File: config.mk
export PLATFORM = sky130hd
export DESIGN_NAME = slope_adc_seq
export DESIGN_NICKNAME = d
export VERILOG_FILES = /design/src/rtl/slope_adc_pkg.sv /design/src/rtl/stop_edge_sync.sv /design/src/rtl/cycle_counter.sv /design/src/rtl/slope_adc_seq.sv
export SDC_FILE = /design/constraint.sdc
export NUM_CORES = 1
export LEC_CHECK = 0
export BUFFER_PORTS_ARGS = -buffer_cell sky130_fd_sc_hd__buf_4
export CAP_MARGIN = 30
export CORE_MARGIN = 3
export CORE_UTILIZATION = 45
export CTS_BUF_LIST = sky130_fd_sc_hd__clkbuf_4 sky130_fd_sc_hd__clkbuf_8
export DETAILED_ROUTE_END_ITERATION = 10
export GPL_TIMING_DRIVEN = 0
export PLACE_DENSITY = 0.77
export REMOVE_ABC_BUFFERS = 1
export SETUP_SLACK_MARGIN = 0.05
export SYNTH_ARGS = -nofsm -noshare
export SYNTH_HDL_FRONTEND = slang
export SYNTH_SLANG_ARGS = --single-unit
File: constraint.sdc
create_clock -name clk -period 7.75 [get_ports clk]
set_clock_uncertainty 0.05 [all_clocks]
set_input_delay 0.3875 -clock clk [delete_from_list [all_inputs] [get_ports clk]]
set_output_delay 0.3875 -clock clk [all_outputs]
set_load 0.02 [all_outputs]
File: src/rtl/slope_adc_pkg.sv
package slope_adc_pkg;

  typedef enum logic [1:0] {
    ST_IDLE = 2'd0,
    ST_ACQ  = 2'd1,
    ST_RAMP = 2'd2
  } seq_state_t;

  localparam logic [2:0] CODE_GND = 3'b000;
  localparam logic [2:0] CODE_REF = 3'b111;

  // acquisition ends once the elapsed count reaches the effective length
  function automatic logic acq_finished(input logic [31:0] elapsed,
                                        input logic [31:0] len,
                                        input logic [31:0] len_default);
    logic [31:0] eff;
    eff = (len == 32'd0) ? len_default : len;
    return (elapsed + 32'd1) >= eff;
  endfunction

  // channel converted at a given step of a sequence
  function automatic logic [2:0] step_code(input logic cal,
                                           input logic [1:0] idx,
                                           input logic [2:0] user);
    if (!cal) return user;
    case (idx)
      2'd0:    return CODE_GND;
      2'd1:    return CODE_REF;
      default: return user;
    endcase
  endfunction

  function automatic logic is_final_step(input logic cal, input logic [1:0] idx);
    return cal ? (idx == 2'd2) : 1'b1;
  endfunction

endpackage

File: src/rtl/stop_edge_sync.sv
module stop_edge_sync #(
  parameter int STAGES = 2
) (
  input  logic clk,
  input  logic rst_n,
  input  logic stop_async,
  output logic stop_fall
);
  logic [STAGES:0] chain;

  always_ff @(posedge clk or negedge rst_n) begin
    if (!rst_n) chain[0] <= 1'b1;
    else        chain[0] <= stop_async;
  end

  for (genvar g = 1; g <= STAGES; g++) begin : g_stage
    always_ff @(posedge clk or negedge rst_n) begin
      if (!rst_n) chain[g] <= 1'b1;
      else        chain[g] <= chain[g-1];
    end
  end

  // last synchronised stage low while the delayed copy is still high
  assign stop_fall = chain[STAGES] & ~chain[STAGES-1];
endmodule

File: src/rtl/cycle_counter.sv
module cycle_counter #(
  parameter int W = 16
) (
  input  logic         clk,
  input  logic         rst_n,
  input  logic         clr,
  input  logic         en,
  output logic [W-1:0] count
);
  always_ff @(posedge clk or negedge rst_n) begin
    if (!rst_n)   count <= '0;
    else if (clr) count <= '0;
    else if (en)  count <= count + 1'b1;
  end
endmodule

File: src/rtl/slope_adc_seq.sv
module slope_adc_seq
  import slope_adc_pkg::*;
#(
  parameter int CNT_W       = 16,
  parameter int ACQ_W       = 16,
  parameter int ACQ_DEFAULT = 8000,
  parameter int SYNC_STAGES = 2
) (
  input  logic             clk,
  input  logic             rst_n,
  input  logic             conv_req,
  input  logic [2:0]       conv_chan,
  input  logic             auto_cal,
  input  logic [ACQ_W-1:0] acq_cycles,
  input  logic [CNT_W-1:0] max_count,
  output logic [2:0]       mux_addr,
  output logic             ramp_start,
  input  logic             ramp_stop,
  output logic             busy,
  output logic             result_valid,
  output logic [CNT_W-1:0] result_count,
  output logic [2:0]       result_chan,
  output logic             result_timeout,
  output logic [CNT_W-1:0] zero_count,
  output logic [CNT_W-1:0] full_count
);
  seq_state_t       state;
  logic [1:0]       step_idx;
  logic [2:0]       user_chan;
  logic             cal_q;
  logic [ACQ_W-1:0] acq_cnt;
  logic [CNT_W-1:0] ramp_cnt;

  // named events shared by the datapath and the assertions
  logic stop_fall, accept, acq_done, stop_taken, timed_out, conv_end, last_step;

  stop_edge_sync #(.STAGES(SYNC_STAGES)) u_sync (
    .clk(clk), .rst_n(rst_n), .stop_async(ramp_stop), .stop_fall(stop_fall)
  );

  assign accept     = (state == ST_IDLE) && conv_req;
  assign acq_done   = (state == ST_ACQ) &&
                      acq_finished(32'(acq_cnt), 32'(acq_cycles), 32'(ACQ_DEFAULT));
  assign stop_taken = (state == ST_RAMP) && stop_fall;
  assign timed_out  = (state == ST_RAMP) && !stop_fall && (ramp_cnt == max_count);
  assign conv_end   = stop_taken || timed_out;
  assign last_step  = is_final_step(cal_q, step_idx);
  assign busy       = (state != ST_IDLE);

  cycle_counter #(.W(ACQ_W)) u_acq_cnt (
    .clk(clk), .rst_n(rst_n), .clr(accept || conv_end),
    .en(state == ST_ACQ), .count(acq_cnt)
  );

  cycle_counter #(.W(CNT_W)) u_ramp_cnt (
    .clk(clk), .rst_n(rst_n), .clr(acq_done),
    .en(state == ST_RAMP), .count(ramp_cnt)
  );

  always_ff @(posedge clk or negedge rst_n) begin
    if (!rst_n) begin
      state      <= ST_IDLE;
      step_idx   <= 2'd0;
      user_chan  <= 3'd0;
      cal_q      <= 1'b0;
      mux_addr   <= 3'd0;
      ramp_start <= 1'b0;
    end else begin
      if (accept) begin
        state     <= ST_ACQ;
        step_idx  <= 2'd0;
        user_chan <= conv_chan;
        cal_q     <= auto_cal;
        mux_addr  <= step_code(auto_cal, 2'd0, conv_chan);
      end else if (acq_done) begin
        state      <= ST_RAMP;
        ramp_start <= 1'b1;
      end else if (conv_end) begin
        ramp_start <= 1'b0;
        if (timed_out || last_step) begin
          state <= ST_IDLE;
        end else begin
          state    <= ST_ACQ;
          step_idx <= 2'(step_idx + 2'd1);
          mux_addr <= step_code(cal_q, 2'(step_idx + 2'd1), user_chan);
        end
      end
    end
  end

  always_ff @(posedge clk or negedge rst_n) begin
    if (!rst_n) begin
      result_valid   <= 1'b0;
      result_count   <= '0;
      result_chan    <= 3'd0;
      result_timeout <= 1'b0;
      zero_count     <= '0;
      full_count     <= '0;
    end else begin
      result_valid <= conv_end && (timed_out || last_step);
      if (conv_end) begin
        result_count   <= ramp_cnt;
        result_chan    <= mux_addr;
        result_timeout <= timed_out;
      end
      if (stop_taken && mux_addr == CODE_GND) zero_count <= ramp_cnt;
      if (stop_taken && mux_addr == CODE_REF) full_count <= ramp_cnt;
    end
  end

  // ---------------- assertions ----------------
  p_user_hold_r2: assert property (@(posedge clk) disable iff (!rst_n)
    (busy && !conv_end) |=> $stable(user_chan));

  p_addr_hold_r3: assert property (@(posedge clk) disable iff (!rst_n)
    (state == ST_ACQ && $past(state) == ST_ACQ) |-> $stable(mux_addr));

  p_rise_from_acq_r3: assert property (@(posedge clk) disable iff (!rst_n)
    $rose(ramp_start) |-> $past(state) == ST_ACQ);

  p_strobe_pulse_r5: assert property (@(posedge clk) disable iff (!rst_n)
    result_valid |=> !result_valid);

  p_start_low_result_r5: assert property (@(posedge clk) disable iff (!rst_n)
    result_valid |-> !ramp_start);

  p_no_edge_in_acq_r6: assert property (@(posedge clk) disable iff (!rst_n)
    (state == ST_ACQ) |=> (ramp_cnt == '0 || state != ST_RAMP));

  p_ceiling_r7: assert property (@(posedge clk) disable iff (!rst_n)
    (result_valid && result_timeout) |-> result_count == max_count);

  p_no_overflow_r7: assert property (@(posedge clk) disable iff (!rst_n)
    (state == ST_RAMP) |-> ramp_cnt <= max_count);
endmodule

==> results.sh, run 1 <==
export IMPL_ys_seq_area_share_pct=49.81
export IMPL_min_period_ps=3522
export IMPL_slew_limit_headroom_pct=44.35
export IMPL_period_share_pct=45.44
export IMPL_min_path_type="in2reg"
export IMPL_numCtsBuffers=9
export IMPL_fillerInstances=886
export IMPL_overflow=0
export IMPL_finalMaxSlewViolations=0
export IMPL_grt_pass1_wl_um=17680
export IMPL_instances_no_fill=694
export IMPL_power_mw=1.504
export IMPL_antenna_found_initial=0
export IMPL_synth_warnings=0
export IMPL_synth_ff_type="dfrtp_1"
export IMPL_finalHoldViolations=0
export IMPL_vias_per_cell=5.171
export IMPL_drtAntennaViolNets=0
export IMPL_cp_cell_sequence="ha_1 > and3_1 > and4_1 > nand4_1 > nor2_1 > xor2_1 > ha_1 > nand4_1 > nand2b_1 > a21o_1 > a21oi_2 > o21ai_0"
export IMPL_antenna_cells=0
export IMPL_pin_count=98
export IMPL_slowest_stage="a21oi_2"
export IMPL_syn_area_um2=5031
export IMPL_grt_use_met1_pct=21.91
export IMPL_synth_area_per_cell_um2=10.82
export IMPL_grt_pass1_vias=3649
export IMPL_slowest_delay_ps=670
export IMPL_coreArea_um2=10600
export IMPL_grt_use_total_pct=17.38
export IMPL_cts_tree="yes"
export IMPL_vias=3589
export IMPL_cts_root_buf="clkbuf_8"
export IMPL_grtUsageMet2_pct=29.98
export IMPL_worstReg2RegStart="u_acq_cnt.count[0]$_DFFE_PN0P_"
export IMPL_dp_cells=676
export IMPL_clk_insertion_delay_late_ps=360
export IMPL_power_leakage_nw=3.040
export IMPL_area_growth_pct=20.52
export IMPL_dr_pass1_iters=6
export IMPL_drive_gt1_share_pct=31.72
export IMPL_synth_cell_type_count=40
export IMPL_cp_data_arrival_time_ps=3680
export IMPL_use_met3_pct=3.641
export IMPL_status="finished clean"
export IMPL_drt_wirelength_per_cell_um=15.35
export IMPL_rsz0062_at_grt="false"
export IMPL_ctsHtreeMaxLevel=3
export IMPL_ys_ff_latch=100
export IMPL_critical_path_top_delay_family="simple AND/OR/NAND/NOR gates"
export IMPL_die_h_um=111.7
export IMPL_worst_path_buf_inv=0
export IMPL_crit_fanout=16
export IMPL_holdCritStartpoint="ramp_stop"
export IMPL_worst_slew_pin_slew_ps=834.7
export IMPL_layout_common_cells="dfrtp_1 (97), buf_4 (97), nor2_1 (51)"
export IMPL_synth_edf_count=0
export IMPL_startpoint="u_acq_cnt.count[0]$_DFFE_PN0P_"
export IMPL_clk_pin_slew_ps=100
export IMPL_cts_sinks=100
export IMPL_maxCapViolCount=0
export IMPL_gp_congestion=0.8253
export IMPL_globalRoute_busiestLayer="met2"
export IMPL_clock_fmax_mhz=283.9
export IMPL_dp_hpwl_um=7830
export IMPL_vdd_ir_drop_max_uv=190.7
export IMPL_power_density_nw_per_um2=248.1
export IMPL_fin_util_pct=57.19
export IMPL_finalNetCount=612
export IMPL_rows=37
export IMPL_syn_inst=465
export IMPL_cp_start_kind="flip-flop"
export IMPL_initial_utilization_pct=47.46
export IMPL_die_w_um=111.7
export IMPL_endpoint_kind="flip-flop"
export IMPL_remaining_drc_errors=0
export IMPL_cp_required_ps=7910
export IMPL_clockBufferDepth=2
export IMPL_drt_total_wl_um=10650
export IMPL_finalSetupViolCount=0
export IMPL_detailed_place_area_um2=5854
export IMPL_critical_path_class="reg2reg"
export IMPL_synthArstFlopShare_pct=100.0
export IMPL_final_cell_area_um2=6063
export IMPL_io_buffers=97
export IMPL_setup_tns_final_ps=0
export IMPL_grt_max_degree=63
export IMPL_die_area_um2=12480
export IMPL_drt_iter0_drc=152
## synthesized netlist by cell type, types with 4 or more instances
cell type  count  area share, %
nand3_1       21            2.1
a31oi_1        4           0.50
xor2_1        32            5.6
ha_1          19            4.7
nand4_1        6           0.75
nor2_1        52            3.9
mux2_4        10            3.0
nand2b_1       8           0.99
clkbuf_1      17            1.3
a21oi_1       15            1.5
and3_1         6           0.75
mux2_2        41            9.2
a21o_1         5           0.75
inv_1         13           0.97
o21ai_0       10           0.99
nor4_1         6           0.75
dfrtp_1       97             48
nand2_1       42            3.1
nor3_1         5           0.50
xnor2_1       25            4.4
## report_power, final
| group | total (mW) | switching, mW | internal (mW) |
|---|---|---|---|
| Sequential | 0.721 | 0.0972 | 0.624 |
| Clock | 0.313 | 0.185 | 0.128 |
| Combinational | 0.470 | 0.251 | 0.220 |
## per-stage QoR
stage                     hold slack [ps]  setup slack [ps]
after floorplan                     41.91              4835
after global placement              297.2              4329
after detailed placement            296.8              4282
after CTS                           52.25              4255
after global routing                42.01              3938
final                               72.78              4228
## area by class of cell
class / instances / area (µm²) / area share [%]
Sequential cell: 100 / 2506 / 41.33
Multi-Input combinational cell: 328 / 2359 / 38.90
Timing Repair Buffer: 101 / 795.8 / 13.12
Tap cell: 136 / 170.2 / 2.806
Clock buffer: 10 / 137.6 / 2.270
Inverter: 13 / 48.80 / 0.8048
Clock inverter: 6 / 46.29 / 0.7635
## final timing paths
kind                                                         to  slack [ps]  cells after the start
worst max-delay path            u_ramp_cnt.count[6]$_DFFE_PN0P_        4230                     12
worst min-delay path                  u_sync.chain[0]$_DFF_PN1_          70                      1
worst max register to register  u_ramp_cnt.count[6]$_DFFE_PN0P_        4230                     12
worst min register to register        u_sync.chain[1]$_DFF_PN1_         310                      0
max in group asynchronous             u_sync.chain[0]$_DFF_PN1_        6430                      3
min in group asynchronous             zero_count[6]$_DFFE_PN0P_         490                      2
## cell families after synthesis
family	share of synthesized area, %
compound gates	4.228
xor+xnor	9.923
fa+ha+maj	4.725
buf+inv	3.357
flops	49.81
mux	12.36
simple gates	15.59
## per-layer routing
metal / wire length, µm / vias to the layer above
li1: - / 1743
met2: 5431 / 58
met5: 0 / -
met3: 348 / 12
met4: 167 / 0
met1: 4703 / 1776
## state kept, by name, summed over array words and instances, names as in the netlist
register          count
mux_addr              3
result_valid          1
result_timeout        1
cal_q                 1
ramp_start            1
state                 2
full_count           16
u_acq_cnt.count      16
result_count         16
result_chan           3
zero_count           16
u_ramp_cnt.count     16
user_chan             3
step_idx              2
u_sync.chain          3
## what timing repair did
item,CTS,global route
gates resized for setup,0,0
buffers inserted,0,0
hold buffers,1,0
endpoints found under the setup margin,0,0
hold endpoints to repair,38,0
Note: power is estimated with default switching activity, not from simulation.
==> run 2: changes to the inputs <==
--- a/config.mk
+++ b/config.mk
@@ -12,7 +12,7 @@
 export CTS_BUF_LIST = sky130_fd_sc_hd__clkbuf_4 sky130_fd_sc_hd__clkbuf_8
 export DETAILED_ROUTE_END_ITERATION = 10
 export GPL_TIMING_DRIVEN = 0
-export PLACE_DENSITY = 0.77
+export PLACE_DENSITY = 0.8
 export REMOVE_ABC_BUFFERS = 1
 export SETUP_SLACK_MARGIN = 0.05
 export SYNTH_ARGS = -nofsm -noshare
==> constraint.sdc (replaced) <==
create_clock -name clk -period 3.2 [get_ports clk]
set_clock_uncertainty 0.05 [all_clocks]
set_input_delay 0.16 -clock clk [delete_from_list [all_inputs] [get_ports clk]]
set_output_delay 0.16 -clock clk [all_outputs]
set_load 0.02 [all_outputs]
==> run 2 against run 1 <==
  * Global-route usage grew 0.98 points
  * First-iteration DRC count rose by 14%
  * Maximum frequency is 14% higher
  * Hold slack improved by 130 ps
  * Non-clock buffer count is 13 higher
  * Register-to-register slack got worse by 4100 ps
  * Clock power increased to 2.8 times the previous value
  * Critical path type unchanged
  * Largest power group unchanged
  * Highest routed layer unchanged
==> results.sh, run 2 (same netlist as run 1, synthesis figures left out) <==
export IMPL_power_density_nw_per_um2=615.7
export IMPL_rows=37
export IMPL_fillerInstances=863
export IMPL_detailed_place_area_um2=5844
export IMPL_endpoint_kind="flip-flop"
export IMPL_min_path_type="in2reg"
export IMPL_fin_util_pct=59.15
export IMPL_vias=3753
export IMPL_setup_tns_final_ps=0
export IMPL_critical_path_class="reg2reg"
export IMPL_mostFrequentLayoutCell="buf_4"
export IMPL_clockBufferDepth=2
export IMPL_drt_iter0_drc=173
export IMPL_drt_wirelength_per_cell_um=16.38
export IMPL_dr_pass1_iters=5
export IMPL_power_leakage_nw=3.133
export IMPL_vias_per_cell=5.308
export IMPL_vdd_ir_drop_max_uv=491.4
export IMPL_cts_root_buf="clkbuf_8"
export IMPL_register_area_um2=2506
export IMPL_initial_utilization_pct=47.46
export IMPL_grt_use_total_pct=18.35
export IMPL_multiInputGateArea_um2=2439
export IMPL_remaining_drc_errors=0
export IMPL_cp_required_ps=3400
export IMPL_pre_cts_ws_ps=-320.4
export IMPL_coreArea_um2=10600
export IMPL_die_area_um2=12480
export IMPL_clk_insertion_delay_late_ps=370
export IMPL_startpoint="u_acq_cnt.count[1]$_DFFE_PN0P_"
export IMPL_instances_no_fill=707
export IMPL_p_switching_mw=1.337
export IMPL_clk_pin_slew_ps=100
export IMPL_period_share_pct=96.67
export IMPL_finalNetCount=626
export IMPL_grt_pass1_wl_um=18710
export IMPL_area_growth_pct=24.65
export IMPL_slew_limit_headroom_pct=33.50
export IMPL_grt_pass1_vias=3879
export IMPL_p_sw_share_pct=34.61
export IMPL_cts_tree="yes"
export IMPL_dp_hpwl_um=8049
export IMPL_ctsHtreeMaxLevel=3
export IMPL_pin_count=98
export IMPL_min_period_ps=3093
export IMPL_power_frac_comb_pct=32.0
export IMPL_drive_gt1_share_pct=33.80
export IMPL_layout_common_cells="buf_4 (106), dfrtp_1 (97), nor2_1 (51)"
export IMPL_final_cell_area_um2=6271
export IMPL_p_int_mw=2.525
export IMPL_maxCapViolCount=0
export IMPL_worst_slew_pin_slew_ps=997.4
export IMPL_status="finished clean"
export IMPL_antenna_found_initial=0
export IMPL_grt_max_degree=55
export IMPL_die_w_um=111.7
export IMPL_rsz0062_at_grt="true"
export IMPL_power_mw=3.861
export IMPL_finalHoldViolations=0
export IMPL_fin_worst_hold_slack_ps=205.9
export IMPL_die_h_um=111.7
export IMPL_holdCritStartpoint="conv_req"
export IMPL_drt_total_wl_um=11580
export IMPL_finalSetupViolCount=0
export IMPL_finalMaxSlewViolations=0
export IMPL_p_clk_share_pct=22.4
export IMPL_crit_fanout=8
export IMPL_fin_ws_ps=106.7
export IMPL_clock_fmax_mhz=323.3
export IMPL_cp_data_arrival_time_ps=3290
export IMPL_overflow=0
export IMPL_seq_power_share_pct=45.6
export IMPL_antenna_cells=0
export IMPL_worstReg2RegStart="u_acq_cnt.count[1]$_DFFE_PN0P_"
export IMPL_numCtsBuffers=9
export IMPL_cts_sinks=100
export IMPL_io_buffers=97
export IMPL_cp_start_kind="flip-flop"
export IMPL_drtAntennaViolNets=0
export IMPL_dp_cells=676
export IMPL_gp_congestion=0.8211
## run 2: power groups by stage
stage | registers (mW) | clock network [mW] | logic [mW]
after floorplan | 1.89 | 0 | 0.543
after global placement | 1.76 | 0 | 1.11
after detailed placement | 1.78 | 0 | 1.15
after CTS | 1.75 | 0.888 | 1.20
after global routing | 1.80 | 0.941 | 1.36
final | 1.76 | 0.866 | 1.23
## run 2: routing by layer
metal,track usage [%],up-vias,routed length (µm)
met5,0,-,0
met4,6.488,0,281
met3,4.185,22,507
met2,32.17,91,5945
met1,22.16,1864,4848
li1,-,1776,-
## run 2: what timing repair did
action | CTS | global route
endpoints found under the hold margin | 52 | 0
pin swaps | 1 | 12
hold buffers | 6 | 0
cloned | 1 | 0
endpoints found under the setup margin | 19 | 19
buffers inserted | 5 | 4
resized for setup | 3 | 15
## run 2: path summary, 6_finish.rpt
kind / end / slack [ps] / cells past startpoint
setup / recovery: u_ramp_cnt.count[6]$_DFFE_PN0P_ / 110 / 12
hold / removal: user_chan[1]$_DFFE_PN0P_ / 210 / 4
setup reg to reg: u_ramp_cnt.count[6]$_DFFE_PN0P_ / 110 / 12
hold reg to reg: u_sync.chain[1]$_DFF_PN1_ / 310 / 0
max in group asynchronous: u_sync.chain[2]$_DFF_PN1_ / 2060 / 3
min in group asynchronous: zero_count[10]$_DFFE_PN0P_ / 310 / 2
## run 2: final cells by class
type                       instances  share of cell area (%)
clock buffer                       9                   1.975
clock inverter                     6                   1.417
inverter                          13                  0.7781
multi-input combinational        329                   38.89
sequential                       100                   39.96
tap                              136                   2.713
timing repair buffer             114                   14.27
## run 2: critical path, cell delays in order (launching register included)
cell and delay, ps:
dfrtp_1 430, ha_4 160, and3_4 210, and4_4 230, nand4_1 270, buf_4 240, xnor2_1 120, ha_1 300
nand4_1 120, nand2b_1 190, a21o_4 250, a21oi_4 270, o21ai_1 130
